`config.mk`:
```
export PLATFORM = sky130hd
export DESIGN_NAME = dac_dbuf_loader
export DESIGN_NICKNAME = d
export VERILOG_FILES = /design/src/rtl/dac_ld_pkg.sv /design/src/rtl/dac_ld_regif.sv /design/src/rtl/dac_ld_xfer.sv /design/src/rtl/dac_ld_bank.sv /design/src/rtl/dac_dbuf_loader.sv
export SDC_FILE = /design/constraint.sdc
export NUM_CORES = 1
export LEC_CHECK = 0
export BUFFER_PORTS_ARGS = -buffer_cell sky130_fd_sc_hd__buf_2
export CORE_MARGIN = 2
export CORE_UTILIZATION = 48
export DETAILED_ROUTE_END_ITERATION = 7
export HOLD_SLACK_MARGIN = 0.03
export PLACE_DENSITY = 0.87
export SLEW_MARGIN = 20
export SYNTH_ARGS = -nofsm -noshare
export SYNTH_HDL_FRONTEND = slang
export SYNTH_HIERARCHICAL = 1
export SYNTH_SLANG_ARGS = --single-unit
```
`constraint.sdc`:
```
create_clock -name clk_i -period 2.54 [get_ports clk_i]
set_clock_uncertainty 0.15 [all_clocks]
set_input_delay 0.254 -clock clk_i [delete_from_list [all_inputs] [get_ports clk_i]]
set_output_delay 0.254 -clock clk_i [all_outputs]
set_load 0.01 [all_outputs]
```
`src/rtl/dac_ld_pkg.sv`:
```
package dac_ld_pkg;
  localparam int BYTE_W   = 8;
  localparam int DATA_W   = 12;
  localparam int NUM_CH   = 4;
  localparam int CH_W     = $clog2(NUM_CH);
  localparam int HI_DW    = DATA_W - BYTE_W;
  localparam int CH_LSB   = BYTE_W - CH_W;
  localparam int OFS_LO   = 4;
  localparam int OFS_HI   = 5;
  localparam int BUSY_BIT = 7;

  typedef struct packed {
    logic [CH_W-1:0]   ch;
    logic [DATA_W-1:0] word;
  } xfer_req_t;
endpackage

```
`src/rtl/dac_ld_regif.sv`:
```
module dac_ld_regif
  import dac_ld_pkg::*;
#(
  parameter int ADDR_W = 4
) (
  input  logic              clk_i,
  input  logic              rst_ni,
  input  logic              wr_en_i,
  input  logic              rd_en_i,
  input  logic [ADDR_W-1:0] addr_i,
  input  logic [BYTE_W-1:0] wdata_i,
  input  logic              busy_i,
  output logic              start_o,
  output xfer_req_t         req_o,
  output logic              upd_o,
  output logic [BYTE_W-1:0] rdata_o
);
  logic [BYTE_W-1:0] lo_q;
  logic sel_lo, sel_hi;

  assign sel_lo = (addr_i == ADDR_W'(OFS_LO));
  assign sel_hi = (addr_i == ADDR_W'(OFS_HI));

  always_ff @(posedge clk_i or negedge rst_ni) begin
    if (!rst_ni)                lo_q <= '0;
    else if (wr_en_i && sel_lo) lo_q <= wdata_i;
  end

  assign start_o    = wr_en_i && sel_hi && !busy_i;
  assign req_o.ch   = wdata_i[BYTE_W-1:CH_LSB];
  assign req_o.word = {wdata_i[HI_DW-1:0], lo_q};
  assign upd_o      = rd_en_i && sel_hi && !busy_i;

  always_comb begin
    rdata_o = '0;
    if (rd_en_i && sel_lo) rdata_o[BUSY_BIT] = busy_i;
  end
endmodule

```
`src/rtl/dac_ld_xfer.sv`:
```
module dac_ld_xfer
  import dac_ld_pkg::*;
#(
  parameter int CNT_W = 8
) (
  input  logic             clk_i,
  input  logic             rst_ni,
  input  logic             start_i,
  input  xfer_req_t        req_i,
  input  logic [CNT_W-1:0] cycles_i,
  output logic             busy_o,
  output logic             done_o,
  output xfer_req_t        done_req_o
);
  logic [CNT_W-1:0] cnt_q;
  logic             busy_q;
  xfer_req_t        req_q;

  assign done_o     = busy_q && (cnt_q == CNT_W'(1));
  assign busy_o     = busy_q;
  assign done_req_o = req_q;

  always_ff @(posedge clk_i or negedge rst_ni) begin
    if (!rst_ni) begin
      busy_q <= 1'b0;
      cnt_q  <= '0;
      req_q  <= '0;
    end else if (start_i) begin
      busy_q <= 1'b1;
      cnt_q  <= (cycles_i == '0) ? CNT_W'(1) : cycles_i;
      req_q  <= req_i;
    end else if (done_o) begin
      busy_q <= 1'b0;
      cnt_q  <= '0;
    end else if (busy_q) begin
      cnt_q  <= cnt_q - CNT_W'(1);
    end
  end
endmodule

```
`src/rtl/dac_ld_bank.sv`:
```
module dac_ld_bank
  import dac_ld_pkg::*;
(
  input  logic                     clk_i,
  input  logic                     rst_ni,
  input  logic                     load_i,
  input  xfer_req_t                req_i,
  input  logic                     upd_i,
  output logic [NUM_CH*DATA_W-1:0] latch_o,
  output logic [NUM_CH*DATA_W-1:0] dac_o
);
  for (genvar k = 0; k < NUM_CH; k++) begin : g_ch
    logic [DATA_W-1:0] lat_q, out_q;

    always_ff @(posedge clk_i or negedge rst_ni) begin
      if (!rst_ni)                               lat_q <= '0;
      else if (load_i && req_i.ch == CH_W'(k))   lat_q <= req_i.word;
    end

    always_ff @(posedge clk_i or negedge rst_ni) begin
      if (!rst_ni)     out_q <= '0;
      else if (upd_i)  out_q <= lat_q;
    end

    assign latch_o[k*DATA_W +: DATA_W] = lat_q;
    assign dac_o[k*DATA_W +: DATA_W]   = out_q;
  end
endmodule

```
`src/rtl/dac_dbuf_loader.sv`:
```
module dac_dbuf_loader
  import dac_ld_pkg::*;
#(
  parameter int ADDR_W = 4,
  parameter int CNT_W  = 8
) (
  input  logic                            clk_i,
  input  logic                            rst_ni,
  input  logic                            wr_en_i,
  input  logic                            rd_en_i,
  input  logic [ADDR_W-1:0]               addr_i,
  input  logic [7:0]                      wdata_i,
  input  logic [CNT_W-1:0]                xfer_cycles_i,
  output logic [7:0]                      rdata_o,
  output logic [4*12-1:0]                 latch_o,
  output logic [4*12-1:0]                 dac_o
);
  logic      busy, start, done, upd;
  xfer_req_t req, done_req;

  dac_ld_regif #(.ADDR_W(ADDR_W)) u_regif (
    .clk_i(clk_i), .rst_ni(rst_ni), .wr_en_i(wr_en_i), .rd_en_i(rd_en_i),
    .addr_i(addr_i), .wdata_i(wdata_i), .busy_i(busy), .start_o(start),
    .req_o(req), .upd_o(upd), .rdata_o(rdata_o)
  );

  dac_ld_xfer #(.CNT_W(CNT_W)) u_xfer (
    .clk_i(clk_i), .rst_ni(rst_ni), .start_i(start), .req_i(req),
    .cycles_i(xfer_cycles_i), .busy_o(busy), .done_o(done),
    .done_req_o(done_req)
  );

  dac_ld_bank u_bank (
    .clk_i(clk_i), .rst_ni(rst_ni), .load_i(done), .req_i(done_req),
    .upd_i(upd), .latch_o(latch_o), .dac_o(dac_o)
  );
endmodule

```
==> impl_metrics.py, run 1 <==
metrics = {
    "floorplan": {
        "die-area_mm2": 0.01177,
        "rows": 38,
        "die_x_um": 108.5,
        "initial_core_util_pct": 48.79,
        "die_h_um": 108.5,
        "pin_count": 128,
        "fp.coreArea_mm2": 0.01075,
    },
    "worst_setup_path": {
        "critical_path_required_ns": 2.77,
        "critPathKind": "reg2reg",
        "cp.arrival_ns": 2.69,
        "rrSetupSlack_ns": 0.09,
        "worstPathMaxFanout": 11,
        "cp_top_family": "simple AND/OR/NAND/NOR gates",
        "cp-end-kind": "flip-flop",
        "crit_chain": "or4_4 > nor3_1 > buf_4 > nor3b_4 > buf_12 > mux2_2",
        "max_stage_delay_ns": 0.60,
        "cpMaxStageDelayCell": "or4_4",
        "path_buf_inv": 2,
        "cp-start-kind": "flip-flop",
    },
    "yosys": {
        "syn_avg_cell_area_um2": 15.70,
        "yosysTopAreaCell": "dfrtp_1",
        "synth_top_area_share_pct": 60.62,
        "synthCells": 334,
        "ys_warn_count": 6,
        "synth_edf_count": 0,
        "yosysSeqAreaShare_pct": 60.62,
        "yosys-top-cells-area": "dfrtp_1 (61%), mux2_2 (20%), mux2_4 (5.7%)",
        "synth.distinct_cells": 41,
        "syn_area_mm2": 0.005243,
        "synth_flop_cell": "dfrtp_1",
        "ys_ff_latch": 127,
        "synthArstFlopShare_pct": 100.0,
    },
    "grt": {
        "met3_usage_pct": 5.726,
        "grt_first_pass_wirelength_um": 17240,
        "top_usage_layer": "met2",
        "antenna_found_initial": 0,
        "grt.overflow.total": 0,
        "met2_usage_pct": 32.68,
        "grt_max_degree": 52,
        "grt.total_usage_pct": 19.52,
        "grt_pass1_vias": 3318,
        "met1_usage_pct": 24.92,
    },
    "clock_tree": {
        "post_cts_resized": 0,
        "cts-buffers-inserted": 17,
        "clk_pin_slew_ns": 0.06,
        "post_cts_buffers": 0,
        "clk_latency_ns": 0.51,
        "hold_buffers": 18,
        "cts.sinks": 127,
        "cts-htree-levels": 4,
        "cts_root_buf": "clkbuf_8",
        "ctsLongestPathBuffers": 2,
        "cts_tree": "built",
    },
    "outcome": {
        "status": "complete, no violations",
    },
    "min_path": {
        "hold_class": "in2reg",
    },
    "pwr": {
        "ir_worst_vdd_uv": 378.9,
        "power-per-cell-area_mw_per_mm2": 730.0,
        "p_leak_nw": 3.673,
        "power_mw": 4.902,
    },
    "placement": {
        "hpwlAfterDp_um": 7892,
        "dp_slack_ns": 0.1194,
        "gp_congestion": 0.7871,
        "placed_cell_area_mm2": 0.005982,
        "io_buffer_count": 120,
        "dp_cells": 585,
    },
    "sta": {
        "rsz0062_at_grt": "false",
        "setup_violations": 0,
        "tns_ns": 0,
        "fmax_mhz": 407.4,
        "slew_violations": 0,
        "hold_violations": 0,
        "layout_setup_ws_ns": 0.08537,
        "post-route-period-util_pct": 96.64,
        "worst_slew_pin_slew_ns": 0.5165,
        "min_period_ns": 2.455,
        "maxSlewHeadroom_pct": 65.57,
        "whs_ns": 0.07070,
    },
    "cells_and_area": {
        "drive_gt1_share_pct": 57.78,
        "nets": 508,
        "layout_commonest_cell": "dfrtp_1",
        "final_cell_mix": "dfrtp_1 (127), buf_2 (119), mux2_2 (94)",
        "syn_to_final_growth_pct": 28.09,
        "stdcell_count": 635,
        "final_core_util_pct": 62.49,
        "diodes": 0,
        "finalInstanceArea_mm2": 0.006715,
        "fillers": 841,
    },
    "routing": {
        "vias": 3297,
        "vias_per_cell": 5.192,
        "drt_iter0_drc": 161,
        "drcViolationCount": 0,
        "wire_per_inst_um": 17.31,
        "first_pass_iters": 4,
        "finalWirelength_um": 10990,
        "final_antenna_net_count": 0,
    },
    "job": {
        "maxCapViolations": 0,
    },
}
==> final cells by class <==
cell class                 count  area (um^2)  share of cell area [%]
clock buffer                  17        414.1                   6.167
clock inverter                15        138.9                   2.068
inverter                       5        18.77                  0.2795
multi-input combinational    181         1879                   27.99
sequential                   127         3178                   47.33
tap                          140        175.2                   2.609
timing repair buffer         150        910.9                   13.56
==> power breakdown <==
group / leakage, nW / internal [mW] / switching [mW]
clock network: 0.257 / 1.30 / 0.917
logic: 1.68 / 0.220 / 0.223
registers: 1.74 / 2.13 / 0.110
total: 3.67 / 3.65 / 1.25
==> flip-flops by register name, summed over array words and instances, names as in the netlist <==
name	count
u_bank/g_ch.lat_q	48
u_xfer/done_req_o	14
u_xfer/busy_o	1
u_regif/lo_q	8
u_xfer/cnt_q	8
u_bank/g_ch.out_q	48
==> worst min-delay path: stages <==
cell and delay, ns:
buf_2 0.15, nor2_8 0.08, mux2_2 0.21
==> per-layer routing <==
layer | vias to the layer above | wire, um
met3 | 15 | 605
met4 | 0 | 108
met2 | 121 | 5628
met5 | - | 0
met1 | 1677 | 4651
li1 | 1484 | -
==> kinds of logic after synthesis <==
family / synth area share (%)
flip-flops: 60.62
other: 0.07153
AO/OA/AOI/OAI: 2.530
adder cells (fa/ha/maj): 0.4773
buffers and inverters: 4.105
AND/OR/NAND/NOR: 5.012
multiplexers: 27.18
==> path summary, 6_finish.rpt <==
kind	from	end	cells after the start
setup / recovery	u_xfer/cnt_q[4]	u_bank/g_ch[0].lat_q[10]	6
hold / removal	addr_i[0]	u_regif/lo_q[3]	3
setup reg to reg	u_xfer/cnt_q[4]	u_bank/g_ch[0].lat_q[10]	6
hold reg to reg	u_regif/lo_q[6]	u_xfer/done_req_o[6]	1
max in group asynchronous	rst_ni	u_bank/g_ch[2].lat_q[0]	3
min in group asynchronous	rst_ni	u_bank/g_ch[2].lat_q[10]	2
==> synthesized netlist by cell type, drive strengths merged, types with 2 or more instances <==
| cell type | instances |
|---|---|
| inv | 5 |
| nand3b | 2 |
| dfrtp | 127 |
| or4 | 2 |
| o21ai | 3 |
| o211ai | 3 |
| nor3b | 2 |
| a2bb2oi | 2 |
| nor3 | 3 |
| ha | 2 |
| a31oi | 4 |
| mux2 | 119 |
| nand3 | 2 |
| or3b | 3 |
| a21oi | 4 |
| nor2 | 8 |
| o41ai | 2 |
| or4b | 2 |
| clkbuf | 4 |
| buf | 23 |
No activity file was read; power rests on OpenSTA's default activity.
==> run 2: changes to the inputs <==
--- a/config.mk
+++ b/config.mk
@@ -9,8 +9,9 @@
 export CORE_MARGIN = 2
 export CORE_UTILIZATION = 48
 export DETAILED_ROUTE_END_ITERATION = 7
-export HOLD_SLACK_MARGIN = 0.03
+export HOLD_SLACK_MARGIN = 0.06
 export PLACE_DENSITY = 0.87
+export SETUP_SLACK_MARGIN = 0.1
 export SLEW_MARGIN = 20
 export SYNTH_ARGS = -nofsm -noshare
 export SYNTH_HDL_FRONTEND = slang
==> impl_metrics.py, run 2 (synthesized netlist as in run 1, its figures left out) <==
metrics = {
    "floorplan": {
        "die_h_um": 108.5,
        "die_x_um": 108.5,
        "initial_core_util_pct": 48.79,
        "fp.coreArea_mm2": 0.01075,
        "pin_count": 128,
        "rows": 38,
        "die-area_mm2": 0.01177,
    },
    "routing": {
        "wire_per_inst_um": 17.17,
        "vias_per_cell": 5.077,
        "drt_iter0_drc": 174,
        "final_antenna_net_count": 0,
        "drcViolationCount": 0,
        "vias": 3229,
        "finalWirelength_um": 10920,
        "first_pass_iters": 4,
    },
    "grt": {
        "grt_pass1_vias": 3269,
        "grt.overflow.total": 0,
        "grt_max_degree": 75,
        "antenna_found_initial": 0,
        "grt_first_pass_wirelength_um": 16940,
        "grt.total_usage_pct": 19.26,
    },
    "worst_setup_path": {
        "worstPathMaxFanout": 11,
        "critical_path_required_ns": 2.78,
        "critPathKind": "reg2reg",
        "cp.arrival_ns": 2.58,
        "cp-end-kind": "flip-flop",
        "cp-start-kind": "flip-flop",
    },
    "sta": {
        "rsz0062_at_grt": "false",
        "hold_violations": 0,
        "post-route-period-util_pct": 92.00,
        "maxSlewHeadroom_pct": 58.47,
        "slew_violations": 0,
        "fmax_mhz": 427.9,
        "whs_ns": 0.1513,
        "worst_slew_pin_slew_ns": 0.6230,
        "min_period_ns": 2.337,
        "setup_violations": 0,
        "tns_ns": 0,
    },
    "clock_tree": {
        "clk_latency_ns": 0.51,
        "cts_tree": "built",
        "cts.sinks": 127,
        "cts-buffers-inserted": 17,
        "cts-htree-levels": 4,
        "ctsLongestPathBuffers": 2,
        "cts_root_buf": "clkbuf_8",
        "clk_pin_slew_ns": 0.06,
    },
    "pwr": {
        "ir_worst_vdd_uv": 512.3,
        "p_leak_nw": 3.715,
        "power_mw": 5.166,
        "power-per-cell-area_mw_per_mm2": 760.0,
    },
    "placement": {
        "hpwlAfterDp_um": 7512,
        "gp_congestion": 0.8407,
        "io_buffer_count": 120,
    },
    "outcome": {
        "status": "complete, no violations",
    },
    "cells_and_area": {
        "layout_commonest_cell": "dfrtp_1",
        "final_cell_mix": "dfrtp_1 (127), buf_2 (119), mux2_2 (94)",
        "nets": 509,
        "drive_gt1_share_pct": 57.86,
        "syn_to_final_growth_pct": 29.67,
        "diodes": 0,
    },
    "job": {
        "maxCapViolations": 0,
    },
    "min_path": {
        "hold_class": "in2async",
    },
}
-- run 2: layer usage --
metal / global-route usage (%) / up-vias / wire length (um)
li1: - / 1483 / -
met1: 24.34 / 1637 / 4748
met2: 31.52 / 96 / 5447
met3: 5.304 / 13 / 574
met4: 7.601 / 0 / 152
met5: 0 / - / 0
-- run 2: final timing paths --
path / end / start / slack [ns] / depth (start not counted)
setup / recovery: u_bank/g_ch[0].lat_q[8] / u_xfer/cnt_q[1] / 0.20 / 7
setup reg to reg: u_bank/g_ch[0].lat_q[8] / u_xfer/cnt_q[1] / 0.20 / 7
max in group asynchronous: u_xfer/cnt_q[4] / rst_ni / 1.26 / 3
min in group clk_i: u_regif/lo_q[1] / wr_en_i / 0.16 / 4
hold reg to reg: u_bank/g_ch[0].out_q[6] / u_bank/g_ch[0].out_q[6] / 0.35 / 1
hold / removal: u_bank/g_ch[3].lat_q[8] / rst_ni / 0.15 / 2
-- run 2: final cells by class --
cell class / count / area [um^2]
Inverter: 5 / 18.77
Tap cell: 140 / 175.2
Timing Repair Buffer: 151 / 923.4
Fill cell: 787 / 3948
Clock buffer: 17 / 414.1
Clock inverter: 15 / 195.2
Sequential cell: 127 / 3178
Multi-Input combinational cell: 181 / 1893
-- run 2: where the power goes --
part           switching (mW)  total (mW)  internal [mW]
Combinational           0.229       0.462          0.233
Clock                   0.873        2.46           1.59
Sequential              0.116        2.24           2.13
-- run 2: repair_timing --
item	4_1_cts	5_1_grt
buffers inserted	0	2
hold buffers	20	0
resized for setup	1	1
hold endpoints to repair	75	0
gates cloned	0	0
setup endpoints to repair	11	11
pin swaps	0	0
-- run 2: through the flow --
step | utilization, % | cell area (um^2) | std cells | worst slack, ns
floorplan | - | 5270 | 340 | 0.2034
global placement | 55.51 | 5964 | 582 | 0.1773
detailed placement | 55.51 | 5964 | 582 | 0.07352
CTS | 63.10 | 6780 | 634 | 0.1461
global route | 63.26 | 6798 | 636 | 0.1017
finish | 63.26 | 6798 | 636 | 0.2031
-- run 2: critical path, stage by stage, from the launching register on --
cell and delay [ns]:
dfrtp_1 0.40, inv_1 0.11, ha_1 0.17, or3b_4 0.40, nor3_4 0.20, nor3b_4 0.29, buf_12 0.17, mux2_2 0.33
